--- src/rtl/zxh_pkg.sv ---
package zxh_pkg;

    localparam int          DW      = 8;
    localparam logic [7:0]  SEL_IX  = 8'hDD;
    localparam logic [7:0]  SEL_IY  = 8'hFD;

    localparam logic [2:0]  RC_HI   = 3'd4;
    localparam logic [2:0]  RC_LO   = 3'd5;
    localparam logic [2:0]  RC_MEM  = 3'd6;
    localparam logic [2:0]  RC_ACC  = 3'd7;

    localparam int FB_S  = 7;
    localparam int FB_Z  = 6;
    localparam int FB_H  = 4;
    localparam int FB_PV = 2;
    localparam int FB_N  = 1;
    localparam int FB_C  = 0;

    // first eight values follow the opcode's ooo field
    typedef enum logic [3:0] {
        OP_ADD, OP_ADC, OP_SUB, OP_SBC, OP_AND, OP_XOR, OP_OR, OP_CP,
        OP_INC, OP_DEC
    } alu_op_e;

    typedef enum logic [2:0] {
        K_NONE, K_STEP, K_LDI, K_MOV, K_ALU
    } kind_e;

    typedef enum logic [1:0] {
        S_SEL, S_OPC, S_IMM
    } seq_state_e;

    typedef struct packed {
        logic    legal;
        kind_e   kind;
        alu_op_e aop;
        logic [2:0] src;
        logic [2:0] dst;
    } insn_t;

    function automatic logic is_half(input logic [2:0] code);
        return (code == RC_HI) || (code == RC_LO);
    endfunction

    function automatic logic is_plain(input logic [2:0] code);
        return (code <= 3'd3) || (code == RC_ACC);
    endfunction

    function automatic insn_t decode(input logic [7:0] op);
        insn_t d;
        d.legal = 1'b0;
        d.kind  = K_NONE;
        d.aop   = OP_ADD;
        d.src   = op[2:0];
        d.dst   = op[5:3];
        case (op)
            8'h24, 8'h2C: begin
                d.legal = 1'b1; d.kind = K_STEP; d.aop = OP_INC;
                d.dst   = op[3] ? RC_LO : RC_HI;
            end
            8'h25, 8'h2D: begin
                d.legal = 1'b1; d.kind = K_STEP; d.aop = OP_DEC;
                d.dst   = op[3] ? RC_LO : RC_HI;
            end
            8'h26, 8'h2E: begin
                d.legal = 1'b1; d.kind = K_LDI;
                d.dst   = op[3] ? RC_LO : RC_HI;
            end
            default: begin
                if (op[7:6] == 2'b01) begin
                    d.kind  = K_MOV;
                    d.legal = (is_half(op[5:3]) && (op[2:0] != RC_MEM)) ||
                              (is_half(op[2:0]) && is_plain(op[5:3]));
                end else if (op[7:6] == 2'b10) begin
                    d.kind  = K_ALU;
                    d.aop   = alu_op_e'({1'b0, op[5:3]});
                    d.dst   = RC_ACC;
                    d.legal = is_half(op[2:0]);
                end
            end
        endcase
        if (!d.legal) d.kind = K_NONE;
        return d;
    endfunction

endpackage

--- src/rtl/zxh_seq.sv ---
module zxh_seq
    import zxh_pkg::*;
(
    input  logic            clk,
    input  logic            rst,
    input  logic            byte_valid_i,
    input  logic [DW-1:0]   byte_i,
    output logic            go_o,
    output logic            bad_o,
    output insn_t           insn_o,
    output logic [DW-1:0]   imm_o,
    output logic            sel_iy_o
);

    seq_state_e    state_q;
    logic [DW-1:0] op_q;
    logic          sel_iy_q;
    insn_t         dec_now;
    logic          is_sel;

    assign dec_now = decode(byte_i);
    assign is_sel  = (byte_i == SEL_IX) || (byte_i == SEL_IY);

    always_ff @(posedge clk) begin
        if (rst) begin
            state_q  <= S_SEL;
            op_q     <= '0;
            sel_iy_q <= 1'b0;
        end else if (byte_valid_i) begin
            case (state_q)
                S_SEL: if (is_sel) begin
                    sel_iy_q <= (byte_i == SEL_IY);
                    state_q  <= S_OPC;
                end
                S_OPC: begin
                    op_q    <= byte_i;
                    state_q <= (dec_now.kind == K_LDI) ? S_IMM : S_SEL;
                end
                default: state_q <= S_SEL;
            endcase
        end
    end

    always_comb begin
        insn_o   = (state_q == S_IMM) ? decode(op_q) : dec_now;
        imm_o    = byte_i;
        sel_iy_o = sel_iy_q;
        go_o     = byte_valid_i &&
                   (((state_q == S_OPC) && dec_now.legal && (dec_now.kind != K_LDI)) ||
                    (state_q == S_IMM));
        bad_o    = byte_valid_i &&
                   (((state_q == S_SEL) && !is_sel) ||
                    ((state_q == S_OPC) && !dec_now.legal));
    end

    AST_IMM_AFTER_OPC: assert property (@(posedge clk) disable iff (rst)
        (state_q == S_IMM) |-> ($past(state_q) == S_OPC));

endmodule

--- src/rtl/zxh_alu.sv ---
module zxh_alu
    import zxh_pkg::*;
(
    input  alu_op_e         op,
    input  logic [DW-1:0]   a,
    input  logic [DW-1:0]   b,
    input  logic            carry_in,
    output logic [DW-1:0]   res,
    output logic [DW-1:0]   flags
);

    logic [DW:0]  wide;
    logic [4:0]   nib;
    logic         cin, h, v, n, c;

    always_comb begin
        cin  = ((op == OP_ADC) || (op == OP_SBC)) ? carry_in : 1'b0;
        wide = '0;
        nib  = '0;
        h    = 1'b0;
        v    = 1'b0;
        n    = 1'b0;
        c    = 1'b0;
        case (op)
            OP_ADD, OP_ADC: begin
                wide = {1'b0, a} + {1'b0, b} + 9'(cin);
                nib  = {1'b0, a[3:0]} + {1'b0, b[3:0]} + 5'(cin);
                h    = nib[4];
                c    = wide[DW];
                v    = (a[7] == b[7]) && (wide[7] != a[7]);
            end
            OP_SUB, OP_SBC, OP_CP: begin
                wide = {1'b0, a} - {1'b0, b} - 9'(cin);
                nib  = {1'b0, a[3:0]} - {1'b0, b[3:0]} - 5'(cin);
                h    = nib[4];
                c    = wide[DW];
                v    = (a[7] != b[7]) && (wide[7] != a[7]);
                n    = 1'b1;
            end
            OP_AND: begin
                wide = {1'b0, a & b};
                h    = 1'b1;
                v    = ~^wide[DW-1:0];
            end
            OP_XOR: begin
                wide = {1'b0, a ^ b};
                v    = ~^wide[DW-1:0];
            end
            OP_OR: begin
                wide = {1'b0, a | b};
                v    = ~^wide[DW-1:0];
            end
            OP_INC: begin
                wide = {1'b0, b} + 9'd1;
                h    = (b[3:0] == 4'hF);
                v    = (b == 8'h7F);
                c    = carry_in;
            end
            default: begin
                wide = {1'b0, b} - 9'd1;
                h    = (b[3:0] == 4'h0);
                v    = (b == 8'h80);
                n    = 1'b1;
                c    = carry_in;
            end
        endcase
        res          = wide[DW-1:0];
        flags        = '0;
        flags[FB_S]  = res[7];
        flags[FB_Z]  = (res == '0);
        flags[FB_H]  = h;
        flags[FB_PV] = v;
        flags[FB_N]  = n;
        flags[FB_C]  = c;
    end

endmodule

--- src/rtl/zxh_regs.sv ---
module zxh_regs
    import zxh_pkg::*;
#(
    parameter int NGPR = 4,
    parameter int NIDX = 2
) (
    input  logic            clk,
    input  logic            rst,
    input  logic            we,
    input  logic            sel_iy,
    input  logic [2:0]      wcode,
    input  logic [DW-1:0]   wdata,
    input  logic            fwe,
    input  logic [DW-1:0]   fdata,
    output logic [DW-1:0]   gpr_o [NGPR],
    output logic [DW-1:0]   hi_o  [NIDX],
    output logic [DW-1:0]   lo_o  [NIDX],
    output logic [DW-1:0]   acc_o,
    output logic [DW-1:0]   f_o
);

    for (genvar g = 0; g < NGPR; g++) begin : g_gpr
        localparam logic [2:0] CODE = 3'(g);
        always_ff @(posedge clk) begin
            if (rst)                         gpr_o[g] <= '0;
            else if (we && (wcode == CODE))  gpr_o[g] <= wdata;
        end
    end

    for (genvar p = 0; p < NIDX; p++) begin : g_idx
        localparam logic PSEL = 1'(p);
        always_ff @(posedge clk) begin
            if (rst) begin
                hi_o[p] <= '0;
                lo_o[p] <= '0;
            end else if (we && (sel_iy == PSEL)) begin
                if (wcode == RC_HI) hi_o[p] <= wdata;
                if (wcode == RC_LO) lo_o[p] <= wdata;
            end
        end
    end

    always_ff @(posedge clk) begin
        if (rst) begin
            acc_o <= '0;
            f_o   <= '0;
        end else begin
            if (we && (wcode == RC_ACC)) acc_o <= wdata;
            if (fwe)                     f_o   <= fdata;
        end
    end

    AST_FLAG_PAD_ZERO: assert property (@(posedge clk) disable iff (rst)
        (f_o[5] == 1'b0) && (f_o[3] == 1'b0));

endmodule

--- src/rtl/idxhalf_exec.sv ---
module idxhalf_exec
    import zxh_pkg::*;
(
    input  logic            clk,
    input  logic            rst,
    input  logic            byte_valid_i,
    input  logic [7:0]      byte_i,
    output logic            done_o,
    output logic            illegal_o,
    output logic [7:0]      acc_o,
    output logic [7:0]      b_o,
    output logic [7:0]      c_o,
    output logic [7:0]      d_o,
    output logic [7:0]      e_o,
    output logic [7:0]      ixh_o,
    output logic [7:0]      ixl_o,
    output logic [7:0]      iyh_o,
    output logic [7:0]      iyl_o,
    output logic [7:0]      flags_o
);

    localparam int NGPR = 4;
    localparam int NIDX = 2;

    logic          go, bad, sel_iy, run;
    insn_t         insn;
    logic [DW-1:0] imm, operand, alu_res, alu_flags, wdata;
    logic [2:0]    rd_code, wcode;
    logic          we, fwe;
    logic [DW-1:0] gpr [NGPR];
    logic [DW-1:0] hi  [NIDX];
    logic [DW-1:0] lo  [NIDX];

    zxh_seq u_seq (
        .clk          (clk),
        .rst          (rst),
        .byte_valid_i (byte_valid_i),
        .byte_i       (byte_i),
        .go_o         (go),
        .bad_o        (bad),
        .insn_o       (insn),
        .imm_o        (imm),
        .sel_iy_o     (sel_iy)
    );

    // operand read: codes 4/5 follow the selected index register
    assign rd_code = (insn.kind == K_STEP) ? insn.dst : insn.src;

    always_comb begin
        case (rd_code)
            3'd0, 3'd1, 3'd2, 3'd3: operand = gpr[rd_code[1:0]];
            RC_HI:                  operand = hi[sel_iy];
            RC_LO:                  operand = lo[sel_iy];
            RC_ACC:                 operand = acc_o;
            default:                operand = '0;
        endcase
    end

    zxh_alu u_alu (
        .op       (insn.aop),
        .a        (acc_o),
        .b        (operand),
        .carry_in (flags_o[FB_C]),
        .res      (alu_res),
        .flags    (alu_flags)
    );

    always_comb begin
        run   = go && insn.legal;
        wcode = (insn.kind == K_ALU) ? RC_ACC : insn.dst;
        case (insn.kind)
            K_LDI:   wdata = imm;
            K_MOV:   wdata = operand;
            default: wdata = alu_res;
        endcase
        we  = run && ((insn.kind == K_STEP) || (insn.kind == K_LDI) ||
                      (insn.kind == K_MOV)  ||
                      ((insn.kind == K_ALU) && (insn.aop != OP_CP)));
        fwe = run && ((insn.kind == K_STEP) || (insn.kind == K_ALU));
    end

    zxh_regs #(.NGPR(NGPR), .NIDX(NIDX)) u_regs (
        .clk    (clk),
        .rst    (rst),
        .we     (we),
        .sel_iy (sel_iy),
        .wcode  (wcode),
        .wdata  (wdata),
        .fwe    (fwe),
        .fdata  (alu_flags),
        .gpr_o  (gpr),
        .hi_o   (hi),
        .lo_o   (lo),
        .acc_o  (acc_o),
        .f_o    (flags_o)
    );

    always_ff @(posedge clk) begin
        if (rst) begin
            done_o    <= 1'b0;
            illegal_o <= 1'b0;
        end else begin
            done_o    <= run;
            illegal_o <= bad;
        end
    end

    assign b_o   = gpr[0];
    assign c_o   = gpr[1];
    assign d_o   = gpr[2];
    assign e_o   = gpr[3];
    assign ixh_o = hi[0];
    assign ixl_o = lo[0];
    assign iyh_o = hi[1];
    assign iyl_o = lo[1];

    AST_STROBE_EXCL: assert property (@(posedge clk) disable iff (rst)
        !(done_o && illegal_o));

    AST_REJECT_NO_WRITE: assert property (@(posedge clk) disable iff (rst)
        illegal_o |-> $stable({acc_o, b_o, c_o, d_o, e_o, ixh_o, ixl_o,
                               iyh_o, iyl_o, flags_o}));

    AST_STEP_KEEPS_CARRY: assert property (@(posedge clk) disable iff (rst)
        (!$past(rst) && $past(run && (insn.kind == K_STEP)))
        |-> (flags_o[FB_C] == $past(flags_o[FB_C])));

    AST_CMP_KEEPS_ACC: assert property (@(posedge clk) disable iff (rst)
        (!$past(rst) && $past(run && (insn.kind == K_ALU) && (insn.aop == OP_CP)))
        |-> $stable(acc_o));

    AST_AND_FLAGS: assert property (@(posedge clk) disable iff (rst)
        (!$past(rst) && $past(run && (insn.kind == K_ALU) && (insn.aop == OP_AND)))
        |-> (flags_o[FB_H] && !flags_o[FB_C] && !flags_o[FB_N]));

    AST_MOVE_KEEPS_FLAGS: assert property (@(posedge clk) disable iff (rst)
        (!$past(rst) && $past(run && ((insn.kind == K_MOV) || (insn.kind == K_LDI))))
        |-> $stable(flags_o));

    AST_DONE_ONE_CYCLE: assert property (@(posedge clk) disable iff (rst)
        done_o |=> !done_o);

endmodule

--- config.mk ---
export PLATFORM = sky130hd
export DESIGN_NAME = idxhalf_exec
export DESIGN_NICKNAME = d
export VERILOG_FILES = /design/src/rtl/zxh_pkg.sv /design/src/rtl/zxh_seq.sv /design/src/rtl/zxh_alu.sv /design/src/rtl/zxh_regs.sv /design/src/rtl/idxhalf_exec.sv
export SDC_FILE = /design/constraint.sdc
export NUM_CORES = 1
export LEC_CHECK = 0
export BUFFER_PORTS_ARGS = -buffer_cell sky130_fd_sc_hd__buf_2
export CORE_MARGIN = 2
export CORE_UTILIZATION = 40
export CTS_BUF_LIST = sky130_fd_sc_hd__clkbuf_4 sky130_fd_sc_hd__clkbuf_8 sky130_fd_sc_hd__clkbuf_16
export DETAILED_ROUTE_END_ITERATION = 8
export MAX_ROUTING_LAYER = met4
export PLACE_DENSITY = 0.59
export SLEW_MARGIN = 15
export SYNTH_ARGS = -nofsm -noshare
export SYNTH_HDL_FRONTEND = slang
export SYNTH_SLANG_ARGS = --single-unit
--- constraint.sdc ---
create_clock -name clk -period 6.25 [get_ports clk]
set_input_delay 0.625 -clock clk [delete_from_list [all_inputs] [get_ports clk]]
set_output_delay 0.625 -clock clk [all_outputs]
set_load 0.02 [all_outputs]
### Word-level counts from Yosys, hierarchy flattened

Index checks and enable logic that the tools add are counted.

| operators by class | value |
|---|---|
| $add $sub $neg | 10 |
| order comparisons | 4 |
| equal/unequal tests | 67 |
| multiplexer cells | 43 |
| bitwise operators | 6 |
| reductions and logical operators | 75 |

Operator list:

| cell | count |
|---|---|
| equality test 8 x 6 -> 1 bit (second input constant) | 12 |
| two-way mux 8 bit | 10 |
| equality test 3 bit (second input constant) | 17 |
| case mux 8 bit (6 select lines) | 1 |
| case mux 8 bit (4 select lines) | 1 |
| two-way mux 3 bit | 10 |
| equality test 8 bit (second input constant) | 3 |
| case mux 4 bit (3 select lines) | 2 |
| XNOR reduction 8 bit | 3 |
| logical AND 1 bit | 23 |
| equality test 3 x 2 -> 1 bit (second input constant) | 7 |
| OR reduction 6 bit | 3 |
| binary-select mux 8 bit (select 2 bit) | 1 |
| equality test 4 x 3 -> 1 bit (second input constant) | 4 |
| logical OR 1 bit | 16 |
| two-way mux 4 bit | 4 |
| case mux 4 bit (2 select lines) | 2 |
| case mux 8 bit (2 select lines) | 1 |
| OR reduction 2 bit | 8 |
| two-way mux 14 bit | 1 |
| AND reduction 2 bit | 7 |
| OR reduction 4 bit | 3 |
| adder 8 x 8 -> 9 bit | 1 |
| adder 9 x 1 -> 9 bit | 1 |
| 44 further kinds | 64 |

| word-level totals | value |
|---|---|
| register bits | 91 |
| input port bits | 11 |
| output and inout port bits | 82 |
| logic and storage cells | 221 |

### Logic depth before layout (Yosys ltp)

| logic depth | value |
|---|---|
| word-level depth | 20 |
| gate-level depth with buffers | 27 |
| depth with buffers taken out | 22 |

### By module

A second synthesis with hierarchy kept.

| second synthesis, totals | value |
|---|---|
| cells, all modules | 891 |
| area total of the unflattened synthesis | 7375.8 um2 |

Modules (own cells, without submodules):

| module | instances | cells each | area each (um2) | sequential area each (um2) |
|---|---|---|---|---|
| zxh_regs | 1 | 307 | 3052.9 | 1601.5 |
| zxh_alu | 1 | 276 | 2038.2 | 0.0 |
| idxhalf_exec | 1 | 186 | 1397.6 | 40.0 |
| zxh_seq | 1 | 122 | 887.1 | 220.2 |

### Worst setup path before layout

No wires, ideal clock.

| path | value |
|---|---|
| path kind | input to register |
| start | input byte_i[4] |
| end | register u_regs.lo_o[7] (netlist name) |
| arrival time | 5.245 ns |
| required time | 6.172 ns |
| slack | 0.926 ns |
| stages on the path | 22 |
| path buffers | 2 |
| cells stage by stage | buf_4 -> nor2b_2 -> a31oi_1 -> a2111oi_4 -> a21oi_2 -> a21oi_2 -> buf_4 -> mux4_2 -> a221oi_1 -> or2_2 -> ha_1 -> ha_1 -> nor2_1 -> nor2b_1 -> a2111oi_0 -> nand3b_1 -> a21oi_1 -> o221ai_1 -> nand2_1 -> a31o_2 -> nand3b_1 -> o21ai_0 |

| between the ends | value |
|---|---|
| word-level cells in the longest chain between the ends | 19 |
| elaborated cells on any way between the ends | 88 |

Ends and longest elaborated chain:

| what | RTL line | RTL |
|---|---|---|
| from (decl) | idxhalf_exec.sv:7 | `input logic [7:0] byte_i,` |
| less-or-equal comparator 3 x 2 -> 1 bit, or another cell as far along | zxh_pkg.sv:46 | `return (code <= 3'd3) \|\| (code == RC_ACC);` |
| logical OR 1 bit (on tied branches) | zxh_pkg.sv:46, zxh_pkg.sv:42 |  |
| logical AND 1 bit (on tied branches) | zxh_pkg.sv:73, zxh_pkg.sv:72 |  |
| logical OR 1 bit | zxh_pkg.sv:72 | `d.legal = (is_half(op[5:3]) && (op[2:0] != RC_MEM)) \|\|` |
| two-way mux 4 bit | zxh_pkg.sv:70 | `if (op[7:6] == 2'b01) begin` |
| case mux 4 bit (2 select lines) | zxh_pkg.sv:56 | `case (op)` |
| two-way mux 3 bit | zxh_pkg.sv:82 | `if (!d.legal) d.kind = K_NONE;` |
| two-way mux 14 bit | zxh_seq.sv:45 | `insn_o = (state_q == S_IMM) ? decode(op_q) : dec_now;` |
| [2 not listed] | n/a |  |
| NOT 2 -> 3 bit (implied by the code) | idxhalf_exec.sv:51 | `3'd0, 3'd1, 3'd2, 3'd3: operand = gpr[rd_code[1:0]];` |
| binary-select mux 8 bit (select 2 bit) | idxhalf_exec.sv:51 |  |
| two-way mux 8 bit (implied by the code) (2 in a row) | idxhalf_exec.sv:51 |  |
| case mux 8 bit (4 select lines) | idxhalf_exec.sv:50 | `case (rd_code)` |
| subtractor 8 x 8 -> 9 bit / adder 8 x 8 -> 9 bit (equally long branches) | zxh_alu.sv:33, zxh_alu.sv:26 |  |
| subtractor 9 x 1 -> 9 bit / adder 9 x 1 -> 9 bit (equally long branches) | zxh_alu.sv:33, zxh_alu.sv:26 |  |
| case mux 8 bit (6 select lines) | zxh_alu.sv:24 | `case (op)` |
| case mux 8 bit (2 select lines) | idxhalf_exec.sv:71 | `case (insn.kind)` |
| to (signal, indexed assignment) | zxh_regs.sv:38 | `if (wcode == RC_LO) lo_o[p] <= wdata;` |
| to (decl) | zxh_regs.sv:17 | `output logic [DW-1:0] lo_o [NIDX],` |

Parallel ways exist; a longest one is shown, timed or not. The select of a mux whose other input is x is not followed.
A chain may end at the register's enable or synchronous reset.

### Worst setup path after layout

| path | value |
|---|---|
| start | input byte_i[5] |
| end | register u_regs.lo_o[7] (netlist name) |

The elaborated chain is that of the path after synthesis.

==> out/qor.txt <==
Antenna viol nets, final: 0
GR Overflow Total: 0
Part of the power in combinational logic: 21.6%
Cell family with most CP delay: compound AO/OA/AOI/OAI gates
Critical Path RT: 6.52 ns
Die Span Y: 139.0 um
Largest stage delay on the critical path: 0.53 ns
Clock Root Buffer: clkbuf_16
Clock power frac: 40.1%
Routability congestion estimate: 0.9703
Sw Ratio: 30.59%
CP max-delay cell: mux4_2
Period utilisation layout: 91.27%
Unique masters post-synth: 84
First-pass GRT wire length: 39090 um
Slew margin rel.: 33.26%
Drt initial violations: 630
Critical Path AT: 5.98 ns
Crit Path Category: primary input to flop
Area Overhead vs Synth: 14.19%
H-tree depth: 3
CTS sink count: 91
FF+latch area: 1822 um2
Asr flop ratio synth: 0%
Reg2Reg Setup Slack: 0.58 ns
Area post-placement: 7988 um2
Dpl hpwl: 19010 um
Dominant synthesized flop cell: dfxtp_1
Clock transition at path regs: 0.07 ns
# IOs: 93
Die area: 19310 um2
Hold Path Class: flop to flop
Worst VDD drop: 0.1403 mV
Mapped Cells: 911
Avg WL per Cell: 20.59 um
Port bufs: 90
Crit end category: flop
Critical Path Fanout Max: 20
Sequence of cells on the critical path: buf_2, nor2b_2, a31oi_1, a2111oi_4, a21oi_2, a21oi_2, buf_12, mux4_2, a221oi_1, or2_2, ha_1, ha_1, nor2b_1, a2111oi_0, nand3b_1, a21oi_1, o221ai_1, nand2_1, a31o_2, nand3b_1, o21ai_0
Max_cap viols: 0
Final hold violations: 0
DIE WIDTH: 139.0 um
Design Power: 1.515 mW
Vias in the first global route: 6733
Initial antenna violation count: 0
Diodes inserted: 0
Fraction of layout cells with a size suffix above 1: 19.05%
Routed vias/inst: 5.966
Final instance area: 8319 um2
Initial Util: 40.70%
Pwr Density: 182.1 nW/um2
DR vias: 7255
Status: finished, final reports clean
CTS tree: done
Sequential area share after synthesis: 25.00%
WL final: 25030 um
Flops & latches, synth: 91
Post-synth EDFFs: 0
Final Max Slew Viols: 0
Row count: 49
Overall routing resource usage: 26.38%
Post-CTS Setup Bufs: 0
Worst skew pair latency: 0.36 ns
TritonCTS Buffers: 9
Synth Warn #: 0
Router iterations before antenna repair: 5
Max Buffers Root-to-Sink: 2
Slew @ Worst Pin: 0.9957 ns
Net Sw Power: 463.3 uW
Nets: 1038
Fmax achieved: 175.3 MHz
Critical path buffer and inverter count: 2
WHS: 0.4709 ns
Worst setup SP type: primary input
RSZ-0062 raised after global routing: no
Number of fill cells in the layout: 1858
Final Setup Violations: 0
Clk_skew: 0.009280 ns
Setup total negative slack: 0 ns
Largest net degree at the start of global routing: 75
Syn Area/Cell: 7.998 um2
DRC viols: 0
Post-Syn Area: 7286 um2
Pint: 1.051 mW
Min Tclk post-route: 5.705 ns
LEAKAGE: 3.252 nW
Sequential fraction of design power: 38.3%
Core ar.: 17900 um2
Multi-input logic area: 5045 um2
## area by class of cell
cell class / instances / share of cell area, %
clock buffer: 9 / 2.707
clock inverter: 6 / 1.158
inverter: 43 / 1.940
multi-input combinational: 719 / 60.64
sequential: 91 / 21.90
tap: 229 / 3.444
timing repair buffer: 119 / 8.212
## registers in the layout, indices dropped and copies added, names as in the netlist
signal	count
u_regs.gpr_o	32
u_regs.hi_o	16
u_regs.lo_o	16
u_regs.acc_o	8
u_seq.op_q	8
u_regs.f_o	6
u_seq.state_q	2
done_o	1
illegal_o	1
u_seq.sel_iy_o	1
## Yosys cell counts (9+ instances only)
cell,count,share of area [%]
nor3b_1,9,0.93
nand3_1,41,2.8
o21ai_0,35,2.4
mux2i_1,45,6.2
o22ai_1,17,1.5
o211ai_1,19,2.0
buf_4,9,0.93
mux2_2,10,1.5
a21oi_1,53,3.6
dfxtp_1,91,25
nand2_1,72,3.7
buf_2,10,0.69
and3_1,9,0.77
ha_1,39,6.7
nand3b_1,17,1.8
a211oi_2,11,1.9
nand2b_1,29,2.5
nor3_1,14,0.96
inv_1,43,2.2
clkbuf_1,39,2.0
xnor2_1,24,2.9
o31ai_1,9,0.93
nor2b_1,9,0.77
a211oi_1,20,2.1
nor2_1,90,4.6
## what timing repair did
action	CTS	global route
resized for setup	0	4
setup endpoints to repair	0	4
hold buffers	0	0
## stage by stage
stage	setup WS, ns	std cells	util [%]
floorplan	0.9264	912	-
global placement	0.2876	1201	44.62
detailed placement	0.2900	1201	44.62
CTS	0.5522	1216	46.41
global route	0.01814	1216	46.47
finish	0.5453	1216	46.47
## cells in the final DEF, fill, tap and decap left out, types with 29 or more instances in the layout
master   instances
a21oi_1         53
ha_1            39
dfxtp_1         91
nor2_1          90
mux2i_1         44
buf_2           89
inv_1           43
nand2_1         72
nand3_1         41
buf_4           29
o21ai_0         35
## cell families (layout without fill, tap and decap cells)
logic type	count (synthesis)	in the layout	share of synthesized area [%]
AO/OA/AOI/OAI	253	253	25.07
XOR/XNOR	31	31	3.727
adder cells (fa/ha/maj)	44	44	8.072
buffers and inverters	102	177	5.993
flip-flops	91	91	25.00
multiplexers	58	58	8.655
other	1	2	0.05147
AND/OR/NAND/NOR	331	331	23.42
## power by group through the flow
stage	logic [mW]	clock network [mW]	registers [mW]
2_1_floorplan	0.230	0	0.594
3_3_place_gp	0.320	0	0.594
3_5_place_dp	0.319	0	0.593
4_1_cts	0.321	0.618	0.580
5_1_grt	0.355	0.643	0.580
6_report	0.327	0.608	0.580
## per-layer routing
layer	vias to the layer above	part of all wire (%)	global-route usage, %
li1	3464	-	-
met1	3447	46	36.09
met2	287	44	39.20
met3	57	6.6	4.075
met4	0	3.6	10.21
met5	-	0	-
## worst min-delay path: cells and delay by family (launching register included)
family,cells,cell delay (ns)
AND/OR/NAND/NOR,1,0.06
flip-flops,1,0.31
AO/OA/AOI/OAI,1,0.05
## worst paths after layout
kind                                     from  cells past startpoint        endpoint
worst max register to register  u_seq.op_q[5]                     20  u_regs.lo_o[7]
worst min-delay path            u_regs.f_o[1]                      2   u_regs.f_o[1]
worst max-delay path                byte_i[5]                     21  u_regs.lo_o[7]
worst min register to register  u_regs.f_o[1]                      2   u_regs.f_o[1]
No activity file was read; power rests on OpenSTA's default activity.
